### config.mk
export PLATFORM = sky130hd
export DESIGN_NAME = dual_mode_capture_timer
export DESIGN_NICKNAME = d
export VERILOG_FILES = /design/src/rtl/dual_mode_capture_timer.sv
export SDC_FILE = /design/constraint.sdc
export NUM_CORES = 1
export LEC_CHECK = 0
export ABC_AREA = 1
export BUFFER_PORTS_ARGS = -buffer_cell sky130_fd_sc_hd__buf_2
export CORE_UTILIZATION = 59
export CTS_BUF_LIST = sky130_fd_sc_hd__clkbuf_16
export CTS_CLUSTER_DIAMETER = 150
export DETAILED_ROUTE_END_ITERATION = 6
export PLACE_DENSITY_LB_ADDON = 0.1
export SYNTH_ARGS = -nofsm -noshare
export SYNTH_HDL_FRONTEND = slang
export SYNTH_SLANG_ARGS = --single-unit
### constraint.sdc
create_clock -name clk -period 2.24 [get_ports clk]
set_input_delay 0.224 -clock clk [delete_from_list [all_inputs] [get_ports clk]]
set_output_delay 0.224 -clock clk [all_outputs]
set_load 0.05 [all_outputs]
### src/rtl/dual_mode_capture_timer.sv
module dual_mode_capture_timer #(
  parameter int W = 8
) (
  input  logic           clk,
  input  logic           rst,
  input  logic           wr_en,
  input  logic [1:0]     wr_sel,
  input  logic [W-1:0]   wr_data,
  input  logic           evt_in,
  input  logic           cap_in,
  output logic [2*W-1:0] cap_val,
  output logic           irq_lo,
  output logic           irq_hi
);

  logic [1:0]   mode;
  logic [W-1:0] reload, match_lo, match_hi;
  logic [W-1:0] pcnt, cnt_lo, cnt_hi;
  logic [2:0]   evt_sync;
  logic         cap_q;

  wire mode_wr   = wr_en && (wr_sel == 2'd0);
  wire tick      = (pcnt >= reload);
  wire evt_pulse = evt_sync[1] & ~evt_sync[2];
  wire cap_rise  = cap_in & ~cap_q;
  wire wide      = mode[1];
  wire en_lo     = (mode == 2'd3) ? evt_pulse : tick;
  wire en_hi     = (mode == 2'd1) ? evt_pulse : tick;
  wire en_wide   = mode[0] ? evt_pulse : tick;

  wire [2*W-1:0] cnt_wide = {cnt_hi, cnt_lo};
  wire hit_lo   = (cnt_lo == match_lo);
  wire hit_hi   = (cnt_hi == match_hi);
  wire hit_wide = (cnt_wide == {match_hi, match_lo});

  always_ff @(posedge clk) begin
    if (rst) begin
      mode     <= 2'd0;
      reload   <= '0;
      match_lo <= '0;
      match_hi <= '0;
    end else if (wr_en) begin
      case (wr_sel)
        2'd0: mode     <= wr_data[1:0];
        2'd1: reload   <= wr_data;
        2'd2: match_lo <= wr_data;
        default: match_hi <= wr_data;
      endcase
    end
  end

  always_ff @(posedge clk) begin
    if (rst) begin
      evt_sync <= '0;
      cap_q    <= 1'b0;
    end else begin
      evt_sync <= {evt_sync[1:0], evt_in};
      cap_q    <= cap_in;
    end
  end

  always_ff @(posedge clk) begin
    if (rst || mode_wr) begin
      pcnt   <= '0;
      cnt_lo <= '0;
      cnt_hi <= '0;
      irq_lo <= 1'b0;
      irq_hi <= 1'b0;
    end else begin
      pcnt   <= tick ? '0 : pcnt + 1'b1;
      irq_lo <= 1'b0;
      irq_hi <= 1'b0;
      if (wide) begin
        if (en_wide) begin
          if (hit_wide) begin
            {cnt_hi, cnt_lo} <= '0;
            irq_hi <= 1'b1;
          end else begin
            {cnt_hi, cnt_lo} <= cnt_wide + 1'b1;
          end
        end
      end else begin
        if (en_lo) begin
          if (hit_lo) begin
            cnt_lo <= '0;
            irq_lo <= 1'b1;
          end else begin
            cnt_lo <= cnt_lo + 1'b1;
          end
        end
        if (en_hi) begin
          if (hit_hi) begin
            cnt_hi <= '0;
            irq_hi <= 1'b1;
          end else begin
            cnt_hi <= cnt_hi + 1'b1;
          end
        end
      end
    end
  end

  always_ff @(posedge clk) begin
    if (rst)           cap_val <= '0;
    else if (cap_rise) cap_val <= cnt_wide;
  end

  AST_MODE_CLEARS: assert property (@(posedge clk) disable iff (rst)
    mode_wr |=> (cnt_wide == '0 && pcnt == '0 && !irq_lo && !irq_hi));
  AST_IRQ_HI_AT_ZERO: assert property (@(posedge clk) disable iff (rst)
    irq_hi |-> (wide ? (cnt_wide == '0) : (cnt_hi == '0)));
  AST_WIDE_LO_QUIET: assert property (@(posedge clk) disable iff (rst)
    wide |-> !irq_lo);
  AST_EVT_SINGLE: assert property (@(posedge clk) disable iff (rst)
    evt_pulse |=> !evt_pulse);
  AST_CAPTURE_COPY: assert property (@(posedge clk) disable iff (rst)
    cap_rise |=> (cap_val == $past(cnt_wide)));

endmodule

* Word-level counts from Yosys, hierarchy flattened
Cells that the tools add are included.
Word-level totals: output and inout bits 18, register bits after elaboration 72
Operators by class: reductions and logical operators 14, $add $sub $neg 4, mux-type cells 19, eq/ne operators 8, bitwise operators 6, $lt $le $gt $ge 1
Operator list (count):
- 8-bit two-way mux | 10
- 8-bit by 1-bit adder with 8-bit output, second input constant | 3
- 16-bit by 1-bit adder with 16-bit output, second input constant | 1
- 16-bit == test | 1
- 8-bit == test | 2
- 2-bit AND reduction | 6
- 1-bit two-way mux | 9
- 8-bit >= comparator | 1
- 3-bit OR reduction | 2
- 2-bit by 1-bit == test with 1-bit output, second input constant | 2
- 2-bit == test, second input constant | 2
- 1-bit NOT | 4
- 2-bit nonzero test | 2
- 1-bit AND | 2
- 2-bit logical NOT | 1
- 2-bit by 1-bit inequality test with 1-bit output, second input constant | 1
- 2-bit OR reduction | 1
- 1-bit logical AND | 1
- 1-bit logical OR | 1

* Longest topological paths before layout
depth after elaboration 5, mapped depth 15

* Least setup slack after synthesis
Ideal clock, no wire load.
path kind register to register, start reg reload[7], end reg cnt_lo[1], required time 2.120 ns, setup slack 0.583 ns, cell stages (with the launch flop) 11, clock period less this slack 1.657 ns, arrival 1.537 ns, cell sequence dfxtp_1 inv_1 ha_1 a21o_1 nor2_4 nand4_4 nand2_8 buf_12 nand2_1 o21ai_1 nor2_1
On the way: word-level cells in the longest chain between the ends 4
Ends and longest elaborated chain:
- start, declared | RTL line 17 | logic [W-1:0] reload, match_lo, match_hi;
- start signal, assigned | RTL line 45 | 2'd1: reload <= wr_data;
- 8-bit >= comparator * | RTL line 23 | wire tick = (pcnt >= reload);
- 1-bit two-way mux (on tied branches) | RTL line 29, 27
- 2-bit by 1-bit inequality test with 1-bit output (no source line) or 2-bit nonzero test (tied branches)
- 2-bit AND reduction (no source line) *
- end signal, assigned | RTL line 79 | {cnt_hi, cnt_lo} <= cnt_wide + 1'b1;
- end signal, assigned | RTL line 88 | cnt_lo <= cnt_lo + 1'b1;
- end, declared | RTL line 18 | logic [W-1:0] pcnt, cnt_lo, cnt_hi;
Mark *: on every way between the ends. The rest lies on a longest branch, timed or not. A chain may end at the register's enable or synchronous reset.

* Worst setup path in the final report
start reg reload[1], end reg cnt_hi[2]
On the way: word-level cells in the longest chain between the ends 4
Ends and longest elaborated chain:
- 8-bit >= comparator * | RTL line 23
- 1-bit two-way mux (on tied branches) | RTL line 29, 28
- 2-bit by 1-bit inequality test with 1-bit output (no source line) or 2-bit nonzero test (tied branches)
- 2-bit AND reduction (no source line) *
- end signal, assigned | RTL line 79
- end signal, assigned | RTL line 96 | cnt_hi <= cnt_hi + 1'b1;
- end, declared | RTL line 18
Marks and branches as above.

==> flow_summary.toml <==
[sta]
hold_ws_ps = 108.8
relSlewSlack_pct = 61.89
hold_viol_final = 0
worst_pin_slew_ps = 570.1
finalCriticalPeriod_ps = 1914
setup_viol = 0
fin_crit_sh_pct = 85.44
slew_viol_final = 0
fin_worst_skew_ps = 5.467
rsz0062_at_grt = "false"
max_freq_ghz = 0.5225
finalSetupTns_ps = 0

[synth]
syn_inst = 512
syn_area_sq_um = 3739
synth-seq-cells = 72
postSynthNetCount = 538
synth.avg_cell_area_sq_um = 7.302
yosysWarnings = 0
synth_cell_types = 37
ys_seq_area_share_pct = 38.55

[drt]
drt-pass1-iter-count = 4
totalWireLength_microns = 7890
wl_per_cell_microns = 12.66
drt-vias-per-instance = 5.292
num_vias = 3297
drc_errors = 0
ant_nets = 0
drtIter0Drc = 184

[worst_setup_path]
cp-start-kind = "register"
critical-path-slowest-cell = "a21boi_0"
path_cells = "inv_1 -> ha_1 -> nand2_1 -> nand2_1 -> nand2_1 -> nand2_1 -> nand2_2 -> nand3_1 -> a21boi_0 -> a21oi_1 -> nand2_1 -> inv_1"
worstSetupEndpointType = "register"
worstSetupPathType = "reg -> reg"
cp_common_cell = "nand2_1"
cp_slowest_stage_delay_ps = 360
worstPathMaxFanout = 3
cp.required_ps = 2460
crit_buf_inv = 2
crit_arrival_ps = 2130
crit_family = "simple AND/OR/NAND/NOR gates"

[floorplanning]
rows = 28
die_w_microns = 81.60
die_h_microns = 81.60
die_area_sq_um = 6659
core_sq_um = 6026
ios = 33
start_util_pct = 62.04

[clocking]
clk_pin_slew_ps = 50
cts_made_buffers = 9
htreeDepth = 3
clockBufferDepth = 2
cts_root_buf = "clkbuf_16"
clkLatencyLatePin_ps = 320
cts_resized = 0
holdBufCountCts = 0
clkSinkCount = 72
cts_post_setup_buffers_inserted = 0
cts_tree = "yes"

[global_routing]
grt_first_pass_wirelength_microns = 13230
antenna_found_initial = 0
grt_max_degree = 47
grt_use_met3_pct = 4.222
overflow = 0
busiest_layer = "met2"
grtUsageTotal_pct = 26.23
gr-usage-met2_pct = 43.08
grt_pass1_vias = 2984
met1_usage_pct = 33.88

[run]
drv_cap = 0

[placement]
place_hpwl_microns = 5780
gp_congestion = 0.8903
io_buffers = 32

[min_path]
hold_path.class = "in -> reg"

[power_and_ir_drop]
ir_drop_uv = 662.9
power_density_nw_per_um2 = 857.1
leakagePower_nw = 1.913

[final_layout]
layout-drive-gt1-share_pct = 16.79
finalNetCount = 569
n_antenna_cell = 0
synthToLayoutAreaGrowth_pct = 12.35
final_core_util_pct = 69.71

[status]
outcome = "complete, no violations"
==> worst min-delay path: stages <==
cell    delay, ps
buf_2          70
inv_1          30
nor2_1         70
==> state kept, by name, summed over array words and instances, names as in the netlist <==
register and count:
match_lo 8, irq_hi 1, reload 8, cap_val 16
match_hi 8, cnt_lo 8, mode 2, evt_sync 3
irq_lo 1, cnt_hi 8, cap_q 1, pcnt 8
==> worst paths after layout <==
path         cells after the start                     end                    from  slack (ps)
max                             12  cnt_hi[2]$_SDFFE_PP0P_  reload[1]$_SDFFE_PP0P_         330
min                              3  evt_sync[0]$_SDFF_PP0_                  evt_in         110
max reg2reg                     12  cnt_hi[2]$_SDFFE_PP0P_  reload[1]$_SDFFE_PP0P_         330
min reg2reg                      2  evt_sync[1]$_SDFF_PP0_  evt_sync[0]$_SDFF_PP0_         400
==> per-layer routing <==
layer  vias up  routed length (microns)
met5         -                        0
met4         0                      144
met3        12                      413
met2        94                     3652
met1      1477                     3679
li1       1714                        -
==> synthesized netlist by cell type (all sizes together) <==
cell type	instances	area, sq um
nand2	126	524.3
nor2	100	440.4
dfxtp	72	1441
inv	72	270.3
a211oi	39	292.8
nand3	23	130.1
a21oi	13	72.57
o21ai	13	95.09
ha	11	137.6
nand4	10	107.6
buf	8	70.06
clkbuf	7	26.28
xor2	5	43.79
nor3	4	20.02
a21boi	2	18.77
nor3b	2	15.01
or2	2	12.52
a21o	1	7.510
clkinv	1	3.750
xnor2	1	8.760
==> stage by stage <==
stage                     total power, mW  cells  area, sq um  worst slack (ps)
after floorplan                     2.125    512         3739             583.3
after global placement              2.258    607         3921             398.7
after detailed placement            2.269    607         3921             394.7
after CTS                           3.610    623         4200             303.8
after global routing                3.772    623         4200             126.1
final                               3.600    623         4200             326.2
==> logic make-up (layout without fill, tap and decap cells) <==
group,Yosys count,count (layout),share of synthesized area [%]
flops,72,72,38.55
simple gates,267,267,33.43
buf+inv,88,124,9.906
fa+ha+maj,11,11,3.681
xor+xnor,6,6,1.406
compound gates,68,68,13.02
==> area by class of cell <==
type                    instances  area [sq um]
clock inverters                 7         53.80
flip-flops and latches         72          1441
multi-input cells             352          1929
clock buffers                   9         225.2
repair buffers                 35         182.7
well taps                      75         93.84
inverters                      73         274.0
fillers                       531          1826
==> placed cells by master, fill, tap and decap left out, types with 4 or more instances in the layout <==
| cell type | Yosys | layout |
|---|---|---|
| nor3_1 | 4 | 4 |
| nand2_2 | 8 | 8 |
| nor2_1 | 90 | 89 |
| nand4_1 | 7 | 7 |
| inv_2 | 8 | 8 |
| xor2_1 | 5 | 5 |
| clkinv_1 | 1 | 5 |
| nor2_4 | 8 | 8 |
| ha_1 | 11 | 11 |
| buf_2 | 1 | 32 |
| clkbuf_16 | 0 | 9 |
| o21ai_1 | 4 | 4 |
| a21oi_1 | 11 | 11 |
| inv_1 | 64 | 65 |
| o21ai_2 | 5 | 5 |
| a211oi_1 | 39 | 39 |
| dfxtp_1 | 72 | 72 |
| nand2_1 | 115 | 115 |
| nand3_1 | 20 | 20 |
==> power breakdown <==
group | internal (mW) | total, mW | switching (mW)
clock | 0.840 | 1.34 | 0.503
combinational | 0.247 | 0.808 | 0.561
sequential | 1.37 | 1.45 | 0.0781
Note: power is estimated with default switching activity, not from simulation.
